--- src/rtl/spec_tag_pkg.sv ---
// Shared types for the speculative branch tag tracker.
// Assumes nothing beyond a two-valued predicted direction.
package spec_tag_pkg;

    typedef enum logic {
        DIR_NOT_TAKEN = 1'b0,
        DIR_TAKEN     = 1'b1
    } pred_dir_e;

endpackage

--- src/rtl/stt_alloc_ctrl.sv ---
// Allocation pointer and busy vector.
// Hands out tags in circular order, stalls when the slot at the pointer is
// busy, clears tags on correct resolution or flush, and rewinds the pointer
// to a mispredicted tag. Assumes kill_mask and free_mask hold busy tags only.
module stt_alloc_ctrl #(
    parameter int NUM_TAGS = 4,
    localparam int TAG_W = $clog2(NUM_TAGS)
) (
    input  logic                clk,
    input  logic                rst_n,
    input  logic                alloc_req,
    input  logic                block_alloc,
    input  logic [NUM_TAGS-1:0] free_mask,
    input  logic [NUM_TAGS-1:0] kill_mask,
    input  logic                rewind,
    input  logic [TAG_W-1:0]    rewind_tag,
    output logic [NUM_TAGS-1:0] busy_o,
    output logic [TAG_W-1:0]    ptr_o,
    output logic                full_o,
    output logic                ready_o,
    output logic                accept_o
);

    localparam logic [TAG_W-1:0] LAST_TAG = TAG_W'(NUM_TAGS - 1);

    logic [NUM_TAGS-1:0] busy_q;
    logic [TAG_W-1:0]    ptr_q;
    logic [NUM_TAGS-1:0] set_mask;
    logic [TAG_W-1:0]    ptr_inc;

    // Full when the next circular slot is still held; mispredict blocks allocation.
    always_comb begin
        full_o   = busy_q[ptr_q];
        ready_o  = !full_o && !block_alloc;
        accept_o = alloc_req && ready_o;
        set_mask = accept_o ? (NUM_TAGS'(1) << ptr_q) : '0;
        ptr_inc  = (ptr_q == LAST_TAG) ? '0 : ptr_q + TAG_W'(1);
    end

    // Busy vector update: clear freed and killed tags, set the new one.
    always_ff @(posedge clk) begin
        if (!rst_n) begin
            busy_q <= '0;
        end else begin
            busy_q <= (busy_q & ~free_mask & ~kill_mask) | set_mask;
        end
    end

    // Pointer: rewind on misprediction, otherwise advance on accept.
    always_ff @(posedge clk) begin
        if (!rst_n) begin
            ptr_q <= '0;
        end else if (rewind) begin
            ptr_q <= rewind_tag;
        end else if (accept_o) begin
            ptr_q <= ptr_inc;
        end
    end

    assign busy_o = busy_q;
    assign ptr_o  = ptr_q;

endmodule

--- src/rtl/stt_age_matrix.sv ---
// Relative age of the tags.
// older_q[i][j] = 1 means tag i was allocated before tag j while both were
// live. The row and column of a tag are rewritten when it is allocated, so
// bits left over from earlier owners of a slot never matter. Callers gate
// the query result with the busy vector.
module stt_age_matrix #(
    parameter int NUM_TAGS = 4,
    localparam int TAG_W = $clog2(NUM_TAGS)
) (
    input  logic                clk,
    input  logic                rst_n,
    input  logic                accept,
    input  logic [TAG_W-1:0]    new_tag,
    input  logic [NUM_TAGS-1:0] live_mask,
    input  logic [TAG_W-1:0]    query_tag,
    output logic [NUM_TAGS-1:0] younger_o
);

    logic [NUM_TAGS-1:0] older_q [NUM_TAGS];

    for (genvar gi = 0; gi < NUM_TAGS; gi++) begin : g_row
        for (genvar gj = 0; gj < NUM_TAGS; gj++) begin : g_col
            if (gi == gj) begin : g_diag
                // A tag is never older than itself.
                always_ff @(posedge clk) begin
                    older_q[gi][gj] <= 1'b0;
                end
            end else begin : g_off
                // On allocation of gj, every live gi becomes older than it;
                // on allocation of gi, it is older than nothing.
                always_ff @(posedge clk) begin
                    if (!rst_n) begin
                        older_q[gi][gj] <= 1'b0;
                    end else if (accept && (new_tag == TAG_W'(gj))) begin
                        older_q[gi][gj] <= live_mask[gi];
                    end else if (accept && (new_tag == TAG_W'(gi))) begin
                        older_q[gi][gj] <= 1'b0;
                    end
                end
            end
        end
    end

    // Row of the queried tag lists the tags allocated after it.
    always_comb begin
        younger_o = older_q[query_tag];
    end

endmodule

--- src/rtl/stt_path_store.sv ---
// Per-tag storage of predicted direction, target and sequential address.
// Written at allocation; read when that tag mispredicts to pick the
// path that was not followed.
module stt_path_store
    import spec_tag_pkg::*;
#(
    parameter int NUM_TAGS = 4,
    parameter int PC_W     = 32,
    localparam int TAG_W = $clog2(NUM_TAGS)
) (
    input  logic             clk,
    input  logic             rst_n,
    input  logic             wr_en,
    input  logic [TAG_W-1:0] wr_tag,
    input  logic             wr_taken,
    input  logic [PC_W-1:0]  wr_target,
    input  logic [PC_W-1:0]  wr_seq,
    input  logic [TAG_W-1:0] rd_tag,
    output logic [PC_W-1:0]  alt_pc_o
);

    pred_dir_e       dir_q    [NUM_TAGS];
    logic [PC_W-1:0] target_q [NUM_TAGS];
    logic [PC_W-1:0] seq_q    [NUM_TAGS];

    for (genvar gt = 0; gt < NUM_TAGS; gt++) begin : g_slot
        // Capture the branch record when this slot is allocated.
        always_ff @(posedge clk) begin
            if (!rst_n) begin
                dir_q[gt]    <= DIR_NOT_TAKEN;
                target_q[gt] <= '0;
                seq_q[gt]    <= '0;
            end else if (wr_en && (wr_tag == TAG_W'(gt))) begin
                dir_q[gt]    <= wr_taken ? DIR_TAKEN : DIR_NOT_TAKEN;
                target_q[gt] <= wr_target;
                seq_q[gt]    <= wr_seq;
            end
        end
    end

    // The corrected path is the one the prediction did not choose.
    always_comb begin
        if (dir_q[rd_tag] == DIR_TAKEN) begin
            alt_pc_o = seq_q[rd_tag];
        end else begin
            alt_pc_o = target_q[rd_tag];
        end
    end

endmodule

--- src/rtl/stt_flush_gen.sv ---
// Registers the recovery outputs: one-cycle strobe, kill mask and redirect
// address. Assumes kill_mask is zero whenever fire is low.
module stt_flush_gen #(
    parameter int NUM_TAGS = 4,
    parameter int PC_W     = 32
) (
    input  logic                clk,
    input  logic                rst_n,
    input  logic                fire,
    input  logic [NUM_TAGS-1:0] kill_mask,
    input  logic [PC_W-1:0]     alt_pc,
    output logic                flush_valid_o,
    output logic [NUM_TAGS-1:0] flush_mask_o,
    output logic [PC_W-1:0]     redirect_pc_o
);

    // Strobe and mask follow each misprediction by one cycle.
    always_ff @(posedge clk) begin
        if (!rst_n) begin
            flush_valid_o <= 1'b0;
            flush_mask_o  <= '0;
        end else begin
            flush_valid_o <= fire;
            flush_mask_o  <= kill_mask;
        end
    end

    // Redirect address is captured only on a misprediction.
    always_ff @(posedge clk) begin
        if (!rst_n) begin
            redirect_pc_o <= '0;
        end else if (fire) begin
            redirect_pc_o <= alt_pc;
        end
    end

endmodule

--- src/rtl/spec_tag_tracker.sv ---
// Speculative branch tag tracker (top).
// Allocates per-basic-block tags to predicted branches, releases them on
// correct resolution, and on a misprediction squashes the tag and all
// younger tags while redirecting fetch to the unpredicted path.
// Assumes one resolution per cycle and NUM_TAGS >= 2.
module spec_tag_tracker #(
    parameter int NUM_TAGS = 4,
    parameter int PC_W     = 32,
    localparam int TAG_W = $clog2(NUM_TAGS)
) (
    input  logic                clk,
    input  logic                rst_n,
    input  logic                alloc_valid,
    input  logic                alloc_pred_taken,
    input  logic [PC_W-1:0]     alloc_target_pc,
    input  logic [PC_W-1:0]     alloc_seq_pc,
    output logic                alloc_ready,
    output logic [TAG_W-1:0]    alloc_tag,
    output logic                tags_full,
    input  logic                resolve_valid,
    input  logic [TAG_W-1:0]    resolve_tag,
    input  logic                resolve_mispredict,
    output logic [NUM_TAGS-1:0] busy_mask,
    output logic                flush_valid,
    output logic [NUM_TAGS-1:0] flush_mask,
    output logic [PC_W-1:0]     redirect_pc
);

    logic                block_alloc;
    logic                hit_busy;
    logic                mis_hit;
    logic                ok_hit;
    logic [NUM_TAGS-1:0] res_onehot;
    logic [NUM_TAGS-1:0] free_mask;
    logic [NUM_TAGS-1:0] kill_mask;
    logic [NUM_TAGS-1:0] younger;
    logic                accept;
    logic [NUM_TAGS-1:0] busy;
    logic [TAG_W-1:0]    ptr;
    logic [PC_W-1:0]     alt_pc;

    // Decode the resolution against the current busy set.
    always_comb begin
        block_alloc = resolve_valid && resolve_mispredict;
        hit_busy    = busy[resolve_tag];
        mis_hit     = resolve_valid && resolve_mispredict && hit_busy;
        ok_hit      = resolve_valid && !resolve_mispredict && hit_busy;
        res_onehot  = NUM_TAGS'(1) << resolve_tag;
        free_mask   = ok_hit ? res_onehot : '0;
        kill_mask   = mis_hit ? (res_onehot | (younger & busy)) : '0;
    end

    stt_alloc_ctrl #(.NUM_TAGS(NUM_TAGS)) u_alloc (
        .clk        (clk),
        .rst_n      (rst_n),
        .alloc_req  (alloc_valid),
        .block_alloc(block_alloc),
        .free_mask  (free_mask),
        .kill_mask  (kill_mask),
        .rewind     (mis_hit),
        .rewind_tag (resolve_tag),
        .busy_o     (busy),
        .ptr_o      (ptr),
        .full_o     (tags_full),
        .ready_o    (alloc_ready),
        .accept_o   (accept)
    );

    stt_age_matrix #(.NUM_TAGS(NUM_TAGS)) u_age (
        .clk      (clk),
        .rst_n    (rst_n),
        .accept   (accept),
        .new_tag  (ptr),
        .live_mask(busy & ~free_mask),
        .query_tag(resolve_tag),
        .younger_o(younger)
    );

    stt_path_store #(.NUM_TAGS(NUM_TAGS), .PC_W(PC_W)) u_paths (
        .clk      (clk),
        .rst_n    (rst_n),
        .wr_en    (accept),
        .wr_tag   (ptr),
        .wr_taken (alloc_pred_taken),
        .wr_target(alloc_target_pc),
        .wr_seq   (alloc_seq_pc),
        .rd_tag   (resolve_tag),
        .alt_pc_o (alt_pc)
    );

    stt_flush_gen #(.NUM_TAGS(NUM_TAGS), .PC_W(PC_W)) u_flush (
        .clk          (clk),
        .rst_n        (rst_n),
        .fire         (mis_hit),
        .kill_mask    (kill_mask),
        .alt_pc       (alt_pc),
        .flush_valid_o(flush_valid),
        .flush_mask_o (flush_mask),
        .redirect_pc_o(redirect_pc)
    );

    assign alloc_tag = ptr;
    assign busy_mask = busy;

endmodule

--- config.mk ---
export PLATFORM = sky130hd
export DESIGN_NAME = spec_tag_tracker
export DESIGN_NICKNAME = d
export VERILOG_FILES = /design/src/rtl/spec_tag_pkg.sv /design/src/rtl/stt_alloc_ctrl.sv /design/src/rtl/stt_age_matrix.sv /design/src/rtl/stt_path_store.sv /design/src/rtl/stt_flush_gen.sv /design/src/rtl/spec_tag_tracker.sv
export SDC_FILE = /design/constraint.sdc
export NUM_CORES = 1
export LEC_CHECK = 0
export ABC_AREA = 0
export CAP_MARGIN = 20
export CORE_MARGIN = 2
export CORE_UTILIZATION = 45
export DETAILED_ROUTE_END_ITERATION = 8
export PLACE_DENSITY = 0.67
export SLEW_MARGIN = 25
export SYNTH_ARGS = -nofsm -noshare
export SYNTH_HDL_FRONTEND = slang
export SYNTH_SLANG_ARGS = --single-unit
--- constraint.sdc ---
create_clock -name clk -period 3.23 [get_ports clk]
set_input_delay 0.4845 -clock clk [delete_from_list [all_inputs] [get_ports clk]]
set_output_delay 0.4845 -clock clk [all_outputs]
set_load 0.02 [all_outputs]
==> results of run 1 <==
-- final cells by class --
type / count / area [µm²] / area share [%]
inverter: 4 / 15.0 / 0.0901
sequential: 315 / 9010 / 54.1
multi-input combinational: 534 / 4440 / 26.7
timing repair buffer: 145 / 1580 / 9.49
clock buffer: 51 / 1050 / 6.29
clock inverter: 10 / 70.1 / 0.420
antenna: 1 / 2.50 / 0.0150
tap: 396 / 495 / 2.97
-- cell usage after synthesis, types with 2 or more instances --
cell type	instances	area [µm²]
edfxtp_1	270	8110
and2_1	260	1630
mux4_2	67	1510
dfxtp_1	45	901
o21ai_0	44	220
a21oi_1	41	205
mux2i_1	35	350
clkbuf_1	33	124
nand2_1	31	116
buf_2	16	80.1
nor2_1	15	56.3
buf_6	12	135
and3_1	6	37.5
nand3_1	5	25.0
buf_4	4	30.0
ha_1	4	50.1
inv_1	4	15.0
a21boi_0	3	22.5
a21o_1	3	22.5
nor3b_1	3	22.5
nand2b_1	2	12.5
nand3b_1	2	15.0
nor2b_1	2	12.5
o21a_1	2	15.0
-- power by group --
group | switching [W] | internal [W]
Sequential | 0.0000721 | 0.00468
Combinational | 0.000473 | 0.000421
Clock | 0.00153 | 0.00232
Total | 0.00207 | 0.00742
-- worst max-delay path, delay by kind of cell (launching register included) --
kind | cells | cell delay (ns)
AO/OA/AOI/OAI | 1 | 0.15
flip-flops | 1 | 0.47
buffers and inverters | 1 | 0.62
multiplexers | 1 | 0.62
-- final timing paths --
| kind | end | from |
|---|---|---|
| hold / removal | u_paths.dir_q[2]$_DFF_P_ | rst_n |
| hold reg to reg | u_paths.dir_q[2]$_DFF_P_ | u_paths.dir_q[2]$_DFF_P_ |
| setup / recovery | alloc_ready | u_alloc.ptr_o[0]$_SDFFE_PN0P_ |
| setup reg to reg | u_paths.target_q[2][30]$_SDFFCE_PN0P_ | u_alloc.ptr_o[0]$_SDFFE_PN0P_ |
-- per-stage QoR --
step	hold slack [ns]	util, %
2_1_floorplan	0.444	-
3_3_place_gp	0.462	51.1
3_5_place_dp	0.465	51.1
4_1_cts	0.384	54.8
5_1_grt	0.431	54.8
6_report	0.406	54.8
-- state kept, by name, indices dropped and copies added (netlist names) --
signal and cells:
u_flush.flush_mask_o 4, u_flush.flush_valid_o 1, u_flush.redirect_pc_o 32, u_alloc.ptr_o 2, u_paths.target_q 128, u_alloc.busy_o 4
u_paths.dir_q 4, u_paths.seq_q 128, u_age.older_q 12
-- routing by layer --
layer	vias to the layer above	GRT usage (%)	share of wire, %
met3	41	2.93	4.6
li1	3607	-	-
met1	3940	24.9	42
met5	-	0	0
met4	0	5.54	2.1
met2	203	33.8	52
-- cell families after synthesis --
| family | after synthesis | synth area share (%) |
|---|---|---|
| buf+inv | 70 | 2.81 |
| simple gates | 329 | 14.2 |
| compound gates | 99 | 3.87 |
| flops | 315 | 65.3 |
| fa+ha+maj | 4 | 0.363 |
| mux | 102 | 13.5 |
==> key figures, run 1 <==
Timing
  – Clk_skew: 0.0136 ns
  – Relative slew slack: 64.4%
  – Final hold violations: 0
  – Setup violators final: 0
  – Pin slew with the least headroom to its limit: between 0.5 and 0.6 ns
  – Fin Setup TNS: 0 ns
  – Fmax: between 300 and 400 MHz
  – Setup repair after global routing missed its margin: false
  – Final critical-path share of the clock period: between 80% and 90%
  – Setup WS post-layout: between 0.3 and 0.4 ns
  – Final number of max-transition violations: 0
  – Final critical delay including setup and external delays: between 2 and 3 ns

Clock network
  – CTS tree: built
  – Number of buffers added for setup after CTS: 0
  – Number of buffers between clock root and the deepest sink: 3
  – Number of gates resized after CTS: 0
  – Total CTS buffers: 34
  – H-tree lvl count: 2
  – Cts hold-fix bufs: 0
  – Total number of clock tree sinks: 315
  – Root buffer selected by CTS: clkbuf_16
  – Clock insertion delay at the later pin of the skew report: 0.51 ns
  – Clock slew at the register clock pins of the worst setup and hold paths: approximately 0.060 ns

Floorplan
  – Horizontal extent of the die: ~180 µm
  – Total core area: slightly above 30,000 µm²
  – Area of the die: around 32,000 µm²
  – Height of the die: ~180 µm
  – Initial Utilization: a little under half
  – Number of standard-cell rows in the floorplan: between 60 and 70
  – Top-level port count: approximately 120

Synthesis
  – Number of library cell types mapped by synthesis: 34
  – Summed instance area of the synthesized netlist: ~14,000 µm²
  – Async set-or-reset flop fraction in the synthesized netlist: 0%
  – Share of the yosys chip area belonging to registers: between 60% and 70%
  – Flip-flop and latch count after synthesis: approximately 320
  – Syn_area_per_cell: ~15 µm²
  – Net count of the mapped netlist: about 1,000
  – Most frequently used flop master after synthesis: edfxtp_1
  – Number of enable flip-flop cells after synthesis: 270
  – Cell count after synthesis: around 920
  – Synth warnings: 0

Setup path
  – Type of the worst setup path: register to primary output
  – Kind of launch point of the worst setup path: register
  – Worst Path Max Fanout: 7
  – Arrival time of the worst setup path: around 2.4 ns
  – CP max-delay cell: mux4_2
  – Type of element capturing the critical path: primary output
  – Stage delay of the slowest cell on the critical path: approximately 0.62 ns
  – Cell-by-cell listing of the critical path: mux4_2 -> a21oi_1 -> clkdlybuf4s50_1
  – R2R depth: 5
  – Register-to-Register Setup Slack: around 0.63 ns
  – Required time of the critical path: roughly 2.8 ns

Power
  – Total power density per cell area: 570 nW/µm²
  – Power after layout: about 0.0095 W
  – Worst voltage drop across the vdd grid: about 360 µV
  – LEAKAGE: about 6.1 nW

Cells and area
  – Share of cells above drive strength 1: roughly 15%
  – Final net count: between 1k and 1.5k
  – Finished Cell Area: 16,700 µm²
  – Commonest non-fill, non-tap cell in the layout: edfxtp_1
  – Post-synthesis to final-layout area growth: 20.8%
  – Most frequent cells in the layout: edfxtp_1 (270), and2_1 (260), clkdlybuf4s50_1 (113)
  – Filler cell count: approximately 2.4k
  – Number of standard cells in the final layout excluding fillers: around 1.5k

Placed design
  – Cell count after placement: approximately 1.4k
  – Area of placed instances: 15,500 µm²
  – Weighted congestion reported at the end of routability-driven placement: slightly above 0.8
  – Pre-CTS worst setup slack: roughly 0.35 ns
  – HPWL after detailed placement: 18,100 µm
  – Count of buffers from port buffering: roughly 120

Route
  – Number of remaining DRC errors: 0
  – Routed wirelength normalized by instance count: ~20 µm
  – Number of DRC violations after detailed-routing iteration 0: 743
  – Iteration count of the initial detailed-routing pass: 5
  – Post-detailed-route via-to-cell ratio: ~5.4
  – Remaining antenna violation count: 0
  – Drt total wl: roughly 30,000 µm
  – Via count: 7,791

GRT
  – Largest net degree at the start of global routing: 66
  – Wire length of the first global-routing pass: 46,100 µm
  – GRT Resource Usage Total: just under 20%
  – Antenna violations before repair: 1
  – GR Overflow Total: 0
  – Vias in the first global route: 8,145

Worst hold path
  – Type of the tightest min-delay check: input pin to register
  – Hold Path Depth: 3

Run
  – Total of max-cap violations: 0

Status
  – Status: completed
Power figures use the tool's default switching activity.
==> run 2, diff against run 1 <==
--- a/config.mk
+++ b/config.mk
@@ -8,9 +8,9 @@
 export ABC_AREA = 0
 export CAP_MARGIN = 20
 export CORE_MARGIN = 2
-export CORE_UTILIZATION = 45
+export CORE_UTILIZATION = 50
 export DETAILED_ROUTE_END_ITERATION = 8
-export PLACE_DENSITY = 0.67
+export PLACE_DENSITY = 0.73
 export SLEW_MARGIN = 25
 export SYNTH_ARGS = -nofsm -noshare
 export SYNTH_HDL_FRONTEND = slang
==> key figures, run 2 (synthesized netlist as in run 1, its figures left out) <==
Status
  – Status: completed

Clock network
  – Clock insertion delay at the later pin of the skew report: between 0.5 and 0.6 ns
  – Clock slew at the register clock pins of the worst setup and hold paths: about 0.06 ns
  – Cts hold-fix bufs: 0
  – CTS tree: built
  – Number of buffers between clock root and the deepest sink: 3
  – H-tree lvl count: 2
  – Number of gates resized after CTS: 0
  – Root buffer selected by CTS: clkbuf_16
  – Total number of clock tree sinks: between 300 and 400
  – Total CTS buffers: 34
  – Number of buffers added for setup after CTS: 0

Setup path
  – Kind of launch point of the worst setup path: register
  – Cell-by-cell listing of the critical path: mux4_2 -> a21oi_1 -> clkdlybuf4s50_1
  – Required time of the critical path: 2.75 ns
  – Stage delay of the slowest cell on the critical path: 0.63 ns
  – Type of the worst setup path: register to primary output
  – CP max-delay cell: mux4_2
  – CP Launch Point: u_alloc.ptr_o[0]$_SDFFE_PN0P_
  – Type of element capturing the critical path: primary output
  – Launch point of the worst reg-to-reg path: u_alloc.ptr_o[0]$_SDFFE_PN0P_
  – Worst Path Max Fanout: 7
  – Family with the most delay on the worst path: multiplexers
  – Bufs and invs on worst path: 1
  – Arrival time of the worst setup path: between 2 and 2.5 ns

Cells and area
  – Filler cell count: about 2.0k
  – Largest registers: u_paths.seq_q x128, u_paths.target_q x128, u_flush.redirect_pc_o x32
  – Commonest non-fill, non-tap cell in the layout: edfxtp_1
  – Post-synthesis to final-layout area growth: 20.2%
  – Diodes inserted: 0
  – Most frequent cells in the layout: edfxtp_1 (270), and2_1 (260), clkdlybuf4s50_1 (113)
  – Final net count: around 1.1k
  – Share of cells above drive strength 1: 15.4%
  – Number of standard cells in the final layout excluding fillers: about 1.4k
  – Post-layout util: 61.4%

Floorplan
  – Total core area: 27,000 µm²
  – Area of the die: between 20,000 and 30,000 µm²
  – Height of the die: around 170 µm
  – Top-level port count: 117
  – Initial Utilization: 51.1%
  – Number of standard-cell rows in the floorplan: 60
  – Horizontal extent of the die: around 170 µm

GRT
  – GRT Resource Usage Total: between 20% and 30%
  – Largest net degree at the start of global routing: 69
  – GR Overflow Total: 0
  – Wire length of the first global-routing pass: about 45,000 µm
  – Antenna violations before repair: 1
  – Vias in the first global route: between 8k and 9k

Timing
  – Fmax: 350 MHz
  – Relative slew slack: 62.3%
  – Final critical-path share of the clock period: between 80 and 90%
  – Fin Setup TNS: 0 ns
  – Setup WS post-layout: around 0.38 ns
  – Setup repair after global routing missed its margin: false
  – Setup violators final: 0
  – Clk_skew: 0.0192 ns
  – Final number of max-transition violations: 0
  – Final critical delay including setup and external delays: roughly 2.9 ns
  – Pin slew with the least headroom to its limit: between 0.5 and 0.6 ns
  – Final hold violations: 0

Placed design
  – Cell count after placement: roughly 1.3k
  – Count of buffers from port buffering: 116
  – Weighted congestion reported at the end of routability-driven placement: approximately 0.81
  – HPWL after detailed placement: around 18,000 µm
  – Pre-CTS worst setup slack: between 0.3 and 0.4 ns

Worst hold path
  – Type of the tightest min-delay check: input pin to register
  – Hold path startpoint: resolve_tag[1]

Power
  – LEAKAGE: ~6.1 nW
  – Total power density per cell area: ~570 nW/µm²
  – Power after layout: approximately 0.0095 W
  – Worst voltage drop across the vdd grid: 319 µV

Route
  – Number of DRC violations after detailed-routing iteration 0: between 400 and 500
  – Iteration count of the initial detailed-routing pass: 5
  – Number of remaining DRC errors: 0
  – Routed wirelength normalized by instance count: approximately 20 µm
  – Drt total wl: between 20,000 and 30,000 µm
  – Remaining antenna violation count: 0
  – Post-detailed-route via-to-cell ratio: approximately 5.6
  – Via count: 7,786

Run
  – Total of max-cap violations: 0
==> run 2: cell types whose count changed in the layout (fill, tap and decap cells not counted), sizes merged <==
cell    change
bufinv      +1
diode       -1
==> run 2: per-stage QoR <==
| stage | hold WS, ns | cell area, µm² |
|---|---|---|
| 2_1_floorplan | 0.444 | 13800 |
| 3_3_place_gp | 0.459 | 15400 |
| 3_5_place_dp | 0.483 | 15400 |
| 4_1_cts | 0.446 | 16600 |
| 5_1_grt | 0.476 | 16600 |
| 6_report | 0.478 | 16600 |
==> run 2: worst paths after layout <==
check                                       to  slack [ns]  depth (start not counted)
max reg2reg  u_paths.seq_q[0][4]$_SDFFCE_PP0P_        0.62                          5
min              u_alloc.ptr_o[1]$_SDFFE_PN0P_        0.48                          3
max                                alloc_ready        0.38                          3
min reg2reg        u_age.older_q[2][0]$_DFF_P_        0.50                          2
==> run 2: worst reg2reg max path, delay by kind of cell (launching register included) <==
kind	cells	cell delay [ns]
buf+inv	1	0.38
flops	1	0.49
mux	1	0.63
simple gates	3	0.75
==> run 2: where the power goes <==
group | switching, W | internal, W | total [W]
sequential | 0.0000728 | 0.00468 | 0.00475
combinational | 0.000460 | 0.000411 | 0.000871
clock | 0.00154 | 0.00237 | 0.00391
total | 0.00207 | 0.00746 | 0.00953
==> run 2: layout make-up <==
type / instances / area (µm²) / area share, %
sequential: 315 / 9010 / 54.3
inverter: 4 / 15.0 / 0.0905
clock inverter: 11 / 125 / 0.754
tap: 341 / 427 / 2.57
multi-input combinational: 534 / 4440 / 26.8
timing repair buffer: 145 / 1540 / 9.31
clock buffer: 51 / 1030 / 6.18
==> run 2: routing by layer <==
metal	vias to the layer above	global-route usage, %	part of all wire [%]	wire length (µm)
met5	-	0	0	0
met4	0	4.72	1.4	392
met3	31	3.70	6.0	1720
met2	242	36.1	52	14800
met1	3900	26.9	41	11800
li1	3613	-	-	-
